### src/rtl/bpu_pkg.sv
package bpu_pkg;

    typedef enum logic [2:0] {
        OP_ADV      = 3'd0,
        OP_LOAD     = 3'd1,
        OP_DEP      = 3'd2,
        OP_ADV_LOAD = 3'd3,
        OP_ADV_DEP  = 3'd4
    } bpu_op_e;

    typedef enum logic [1:0] {
        ST_IDLE = 2'd0,
        ST_READ = 2'd1,
        ST_RESP = 2'd2
    } bpu_state_e;

endpackage

### src/rtl/bpu_advance.sv
module bpu_advance #(
    parameter int WORD_W = 36,
    parameter int ADDR_W = 4,
    parameter int POS_W  = 6
) (
    input  logic              en,
    input  logic [ADDR_W-1:0] addr_i,
    input  logic [POS_W-1:0]  pos_i,
    input  logic [POS_W-1:0]  size_i,
    output logic [ADDR_W-1:0] addr_o,
    output logic [POS_W-1:0]  pos_o
);
    localparam int SUM_W = POS_W + 2;

    logic [SUM_W-1:0] step_sum;
    logic [SUM_W-1:0] reach;

    always_comb begin
        step_sum = SUM_W'(pos_i) + SUM_W'(size_i);
        reach    = step_sum + SUM_W'(size_i);
        addr_o   = addr_i;
        pos_o    = pos_i;
        if (en) begin
            if (reach > SUM_W'(WORD_W)) begin
                addr_o = addr_i + ADDR_W'(1);
                pos_o  = '0;
            end else begin
                pos_o  = step_sum[POS_W-1:0];
            end
        end
    end
endmodule

### src/rtl/bpu_field.sv
module bpu_field #(
    parameter int WORD_W = 36,
    parameter int POS_W  = 6
) (
    input  logic [WORD_W-1:0] word_i,
    input  logic [POS_W-1:0]  pos_i,
    input  logic [POS_W-1:0]  size_i,
    input  logic [WORD_W-1:0] wdata_i,
    output logic [WORD_W-1:0] field_o,
    output logic [WORD_W-1:0] merged_o
);
    logic [WORD_W-1:0] low_mask;
    logic [WORD_W-1:0] placed_mask;

    always_comb begin
        if (int'(size_i) >= WORD_W) low_mask = '1;
        else                        low_mask = ~({WORD_W{1'b1}} << size_i);
        placed_mask = low_mask << pos_i;
        field_o     = (word_i >> pos_i) & low_mask;
        merged_o    = (word_i & ~placed_mask) | ((wdata_i & low_mask) << pos_i);
    end
endmodule

### src/rtl/bpu_unit.sv
module bpu_unit #(
    parameter int WORD_W = 36,
    parameter int ADDR_W = 4,
    parameter int POS_W  = $clog2(WORD_W + 1)
) (
    input  logic              clk,
    input  logic              rst_n,
    input  logic              cmd_valid,
    input  logic [2:0]        cmd_op,
    input  logic [ADDR_W-1:0] cmd_addr,
    input  logic [POS_W-1:0]  cmd_pos,
    input  logic [POS_W-1:0]  cmd_size,
    input  logic [WORD_W-1:0] cmd_wdata,
    output logic              cmd_ready,
    output logic              done,
    output logic [WORD_W-1:0] rsp_byte,
    output logic [ADDR_W-1:0] rsp_addr,
    output logic [POS_W-1:0]  rsp_pos,
    output logic [POS_W-1:0]  rsp_size
);
    import bpu_pkg::*;

    localparam int DEPTH = 1 << ADDR_W;

    typedef struct packed {
        bpu_state_e        state;
        logic [2:0]        op;
        logic [ADDR_W-1:0] addr;
        logic [POS_W-1:0]  pos;
        logic [POS_W-1:0]  size;
        logic [WORD_W-1:0] wdata;
        logic [WORD_W-1:0] word;
        logic [WORD_W-1:0] rbyte;
        logic              done;
    } bpu_regs_t;

    bpu_regs_t s_d, s_q;

    logic [WORD_W-1:0] mem_q [DEPTH];
    logic              mem_we;
    logic [WORD_W-1:0] mem_wd;

    logic              adv_en;
    logic [ADDR_W-1:0] adv_addr;
    logic [POS_W-1:0]  adv_pos;
    logic [WORD_W-1:0] field_val;
    logic [WORD_W-1:0] merged_val;
    logic              is_load_q;
    logic              is_dep_q;

    assign adv_en = (cmd_op == OP_ADV) || (cmd_op == OP_ADV_LOAD) || (cmd_op == OP_ADV_DEP);

    bpu_advance #(.WORD_W(WORD_W), .ADDR_W(ADDR_W), .POS_W(POS_W)) adv_i (
        .en     (adv_en),
        .addr_i (cmd_addr),
        .pos_i  (cmd_pos),
        .size_i (cmd_size),
        .addr_o (adv_addr),
        .pos_o  (adv_pos)
    );

    bpu_field #(.WORD_W(WORD_W), .POS_W(POS_W)) fld_i (
        .word_i   (s_q.word),
        .pos_i    (s_q.pos),
        .size_i   (s_q.size),
        .wdata_i  (s_q.wdata),
        .field_o  (field_val),
        .merged_o (merged_val)
    );

    assign is_load_q = (s_q.op == OP_LOAD) || (s_q.op == OP_ADV_LOAD);
    assign is_dep_q  = (s_q.op == OP_DEP)  || (s_q.op == OP_ADV_DEP);

    always_comb begin
        s_d      = s_q;
        s_d.done = 1'b0;
        mem_we   = 1'b0;
        mem_wd   = merged_val;
        case (s_q.state)
            ST_IDLE: begin
                if (cmd_valid) begin
                    s_d.state = ST_READ;
                    s_d.op    = cmd_op;
                    s_d.addr  = adv_addr;
                    s_d.pos   = adv_pos;
                    s_d.size  = cmd_size;
                    s_d.wdata = cmd_wdata;
                end
            end
            ST_READ: begin
                s_d.word  = mem_q[s_q.addr];
                s_d.state = ST_RESP;
            end
            ST_RESP: begin
                s_d.done  = 1'b1;
                s_d.state = ST_IDLE;
                s_d.rbyte = is_load_q ? field_val : '0;
                mem_we    = is_dep_q;
            end
            default: s_d.state = ST_IDLE;
        endcase
    end

    always_ff @(posedge clk) begin
        if (!rst_n) begin
            s_q       <= '0;
            s_q.state <= ST_IDLE;
        end else begin
            s_q <= s_d;
        end
    end

    always_ff @(posedge clk) begin
        if (!rst_n) begin
            for (int i = 0; i < DEPTH; i++) mem_q[i] <= '0;
        end else if (mem_we) begin
            mem_q[s_q.addr] <= mem_wd;
        end
    end

    assign cmd_ready = (s_q.state == ST_IDLE);
    assign done      = s_q.done;
    assign rsp_byte  = s_q.rbyte;
    assign rsp_addr  = s_q.addr;
    assign rsp_pos   = s_q.pos;
    assign rsp_size  = s_q.size;

    // fixed response timing and busy window
    assert_done_latency_R2: assert property (@(posedge clk) disable iff (!rst_n)
        (cmd_valid && cmd_ready) |=> (!done && !cmd_ready) ##1 (!done && !cmd_ready) ##1 (done && cmd_ready));

    assert_done_pulse_R2: assert property (@(posedge clk) disable iff (!rst_n)
        done |=> !done);

    // loaded byte is right-justified, nothing above the field
    assert_load_justified_R3: assert property (@(posedge clk) disable iff (!rst_n)
        (done && int'(rsp_size) < WORD_W) |-> ((rsp_byte >> rsp_size) == '0));

    // address moves by at most one word per command
    assert_addr_step_R5: assert property (@(posedge clk) disable iff (!rst_n)
        (cmd_valid && cmd_ready) |=> ##1
        ((rsp_addr == $past(cmd_addr, 2)) || (rsp_addr == ADDR_W'($past(cmd_addr, 2) + 1'b1))));

endmodule

### config.mk
export PLATFORM = sky130hd
export DESIGN_NAME = bpu_unit
export DESIGN_NICKNAME = d
export VERILOG_FILES = /design/src/rtl/bpu_pkg.sv /design/src/rtl/bpu_advance.sv /design/src/rtl/bpu_field.sv /design/src/rtl/bpu_unit.sv
export SDC_FILE = /design/constraint.sdc
export NUM_CORES = 2
export LEC_CHECK = 0
export BUFFER_PORTS_ARGS = -buffer_cell sky130_fd_sc_hd__buf_2
export CELL_PAD_IN_SITES_DETAIL_PLACEMENT = 0
export CELL_PAD_IN_SITES_GLOBAL_PLACEMENT = 2
export CORE_MARGIN = 1.5
export CORE_UTILIZATION = 45
export DETAILED_ROUTE_END_ITERATION = 10
export PLACE_DENSITY = 0.82
export RECOVER_POWER = 25
export SYNTH_ARGS = -nofsm -noshare
export SYNTH_HDL_FRONTEND = slang
export SYNTH_HIERARCHICAL = 1
export SYNTH_SLANG_ARGS = --single-unit
### constraint.sdc
create_clock -name clk -period 7.1 [get_ports clk]
set_input_delay 0.355 -clock clk [delete_from_list [all_inputs] [get_ports clk]]
set_output_delay 0.355 -clock clk [all_outputs]
set_load 0.05 [all_outputs]
==> impl_metrics.csv <==
group,metric,value,unit
global_route,antenna_found_initial,1,
detailed_routing,via_per_inst,6.26,
detailed_routing,drc,0,
pwr,switching_share,29.8,%
die,core,85000,um^2
clock_network,root_buffer,"clkbuf_16",
pwr,power_density,249,nW/um^2
clock_network,h-tree-depth,3,
synth,synthAdderAreaFrac,0.578,%
synth,ys.flop_type,"edfxtp_1",
detailed_routing,postRouteWirelength,138000,um
synth,synth_edf_count,576,
finish,drive_gt1_share,11.8,%
finish,syn_to_final_growth,9.67,%
clock_network,cts_tree,"done",
pwr,leakagePower,14.6,nW
finish,nFillCells,7620,
pwr,internal-power,7.38,mW
clock_network,clk_latency,660,ps
synth,muxShareOfSynthArea,11.7,%
clock_network,numClockSinks,706,
outcome,violations,"max-capacitance violations, max-slew violations",
setup_path,worstPathRequired,7600,ps
pwr,vdd.ir_drop.worst,0.249,mV
timing,setup_slack,1230,ps
finish,fin_nets,3483,
finish,seqCellArea,19900,um^2
timing,max_freq,170,MHz
timing,setup_viol,0,
setup_path,startpoint_type,"flop",
die,dieArea,87300,um^2
place,gp_congestion,0.995,
finish,fin_util,49.7,%
die,die_w,296,um
timing,slew_headroom,-169,%
timing,tns,0,ps
global_route,grt_pass1_wl,197000,um
global_route,gr-total-overflow,0,
synth,synth_nets,3544,
timing,slew_violations,710,
clock_network,cts-resized-gates,0,
finish,final_common_cell,"edfxtp_1",
clock_network,clk_path_buf_depth,3,
die,start_util,45.3,%
synth,synth-simple-area-share,17.1,%
synth,synth_xor_area_share,0.250,%
pwr,p_switching,3.13,mW
global_route,track_usage,31.4,%
die,ioPinCount,112,
timing,hold_slack,31.2,ps
detailed_routing,drt_first_pass_iters,6,
synth,yosysWarnings,6,
setup_path,critical_path.endpoint_type,"flop",
hold_path,min_path_type,"in -> reg",
timing,fin_crit_sh,82.7,%
finish,multiInputGateArea,16800,um^2
pwr,combPwrFrac,16.5,%
timing,clock-skew-final,63.2,ps
clock_network,cts_made_buffers,78,
synth,synthCells,3471,
pwr,p_seq_share,45.3,%
die,fp.dieH,296,um
setup_path,critPathKind,"reg -> reg",
global_route,grt_max_degree,117,
detailed_routing,wl_per_cell,30.0,um
timing,rsz0062_at_grt,"false",
timing,fin_crit,5870,ps
flow_run,drv_cap,16,
finish,final_cell_mix,"edfxtp_1, and2_1, mux2i_1, nand2_1, nor2_1",
die,rows,107,
clock_network,postCtsSetupBuffers,0,
synth,ys_seq_elements,706,
timing,worst_slew_pin_slew,4040,ps
synth,synth_top_family_by_area,"simple AND/OR/NAND/NOR gates",
clock_network,clkTransAtPathRegs,60,ps
place,io_buffers,111,
detailed_routing,num_vias,28900,
outcome,outcome,"complete, but fails checks",
place,hpwl,91500,um
synth,yosysSeqAreaShare,51.7,%
pwr,p_clk_share,38.2,%
synth,synthArstFlopShare,0,%
synth,synth_area,38500,um^2
place,place_ws,2350,ps
clock_network,hold_buffers,42,
timing,hold_viol_final,0,
detailed_routing,first_iter_violations,3278,
synth,avgSynthCellArea,11.1,um^2
setup_path,cp_max_fo,47,
synth,ys_types,96,
global_route,grt_pass1_vias,27600,
detailed_routing,final_antenna_net_count,0,
setup_path,worstPathArrival,6370,ps
synth,synth_compound_area_share,13.6,%
pwr,power.total,10.5,mW
-- flip-flops by register name, summed over array words and instances, names as in the netlist --
register and flops:
done 1, mem_q 576, rsp_addr 4, rsp_byte 36, rsp_pos 6, rsp_size 6, s_q 77
-- final timing paths --
kind / start / endpoint / slack (ps) / cells after the start
setup / recovery: rsp_size[3] / mem_q[14][5] / 1230 / 8
hold / removal: cmd_size[4] / rsp_size[4] / 30 / 3
setup reg to reg: rsp_size[3] / mem_q[14][5] / 1230 / 8
hold reg to reg: s_q[84] / s_q[84] / 470 / 2
-- power groups by stage --
| stage | sequential, mW | combinational [mW] | clock, mW |
|---|---|---|---|
| floorplan | 4.75 | 1.02 | 0 |
| global placement | 4.83 | 1.65 | 0 |
| detailed placement | 4.85 | 1.66 | 0 |
| CTS | 4.76 | 1.68 | 4.07 |
| global route | 4.77 | 1.79 | 4.23 |
| finish | 4.76 | 1.73 | 4.02 |
-- synth_stat cells (55+ instances only) --
cell type | number | share of area, %
a21oi_1 | 137 | 1.8
a31oi_1 | 55 | 0.89
and2_1 | 588 | 9.6
buf_2 | 62 | 0.81
buf_4 | 58 | 1.1
clkbuf_1 | 188 | 1.8
dfxtp_1 | 130 | 6.8
edfxtp_1 | 576 | 45
mux2i_1 | 272 | 7.1
mux4_2 | 73 | 4.3
nand2_1 | 263 | 2.6
nor2_1 | 176 | 1.7
o21ai_0 | 180 | 2.3
o22ai_1 | 92 | 1.5
-- cell families (layout without fill, tap and decap cells) --
logic type	count (synthesis)	count (layout)
simple gates	1199	1199
compound gates	789	789
flops	706	706
buf+inv	393	393
mux	356	356
fa+ha+maj	17	17
xor+xnor	11	11
other cells	0	2
-- final cells by class --
class / instances / area share, %
Inverter: 22 / 0.198
Tap cell: 1144 / 3.39
Sequential cell: 706 / 47.1
Clock inverter: 40 / 1.07
Clock buffer: 101 / 4.97
Timing Repair Buffer: 230 / 3.51
Antenna cell: 2 / 0.0118
Multi-Input combinational cell: 2372 / 39.7
-- metal layers --
layer  GRT usage, %  vias up  share of wire [%]
li1               -    12700                  -
met1           43.0    14500                 41
met2           48.3     1408                 45
met3           4.52      322                7.8
met4           17.1        0                6.3
met5              0        -                  0
-- critical path, cell delays in order, from the launching register on --
cell and delay (ps):
dfxtp_1 640, clkbuf_1 1610, nor3_4 390, nand2_1 240, a31oi_1 250, mux2_1 530
o21a_1 270, o21ai_1 1490, and2_1 280
-- stage by stage --
stage          area (um^2)  instances
2_1_floorplan        38500       3471
3_3_place_gp         39400       4429
3_5_place_dp         39400       4431
4_1_cts              42400       4614
5_1_grt              42200       4615
6_report             42200       4617
Power figures use the tool's default switching activity.
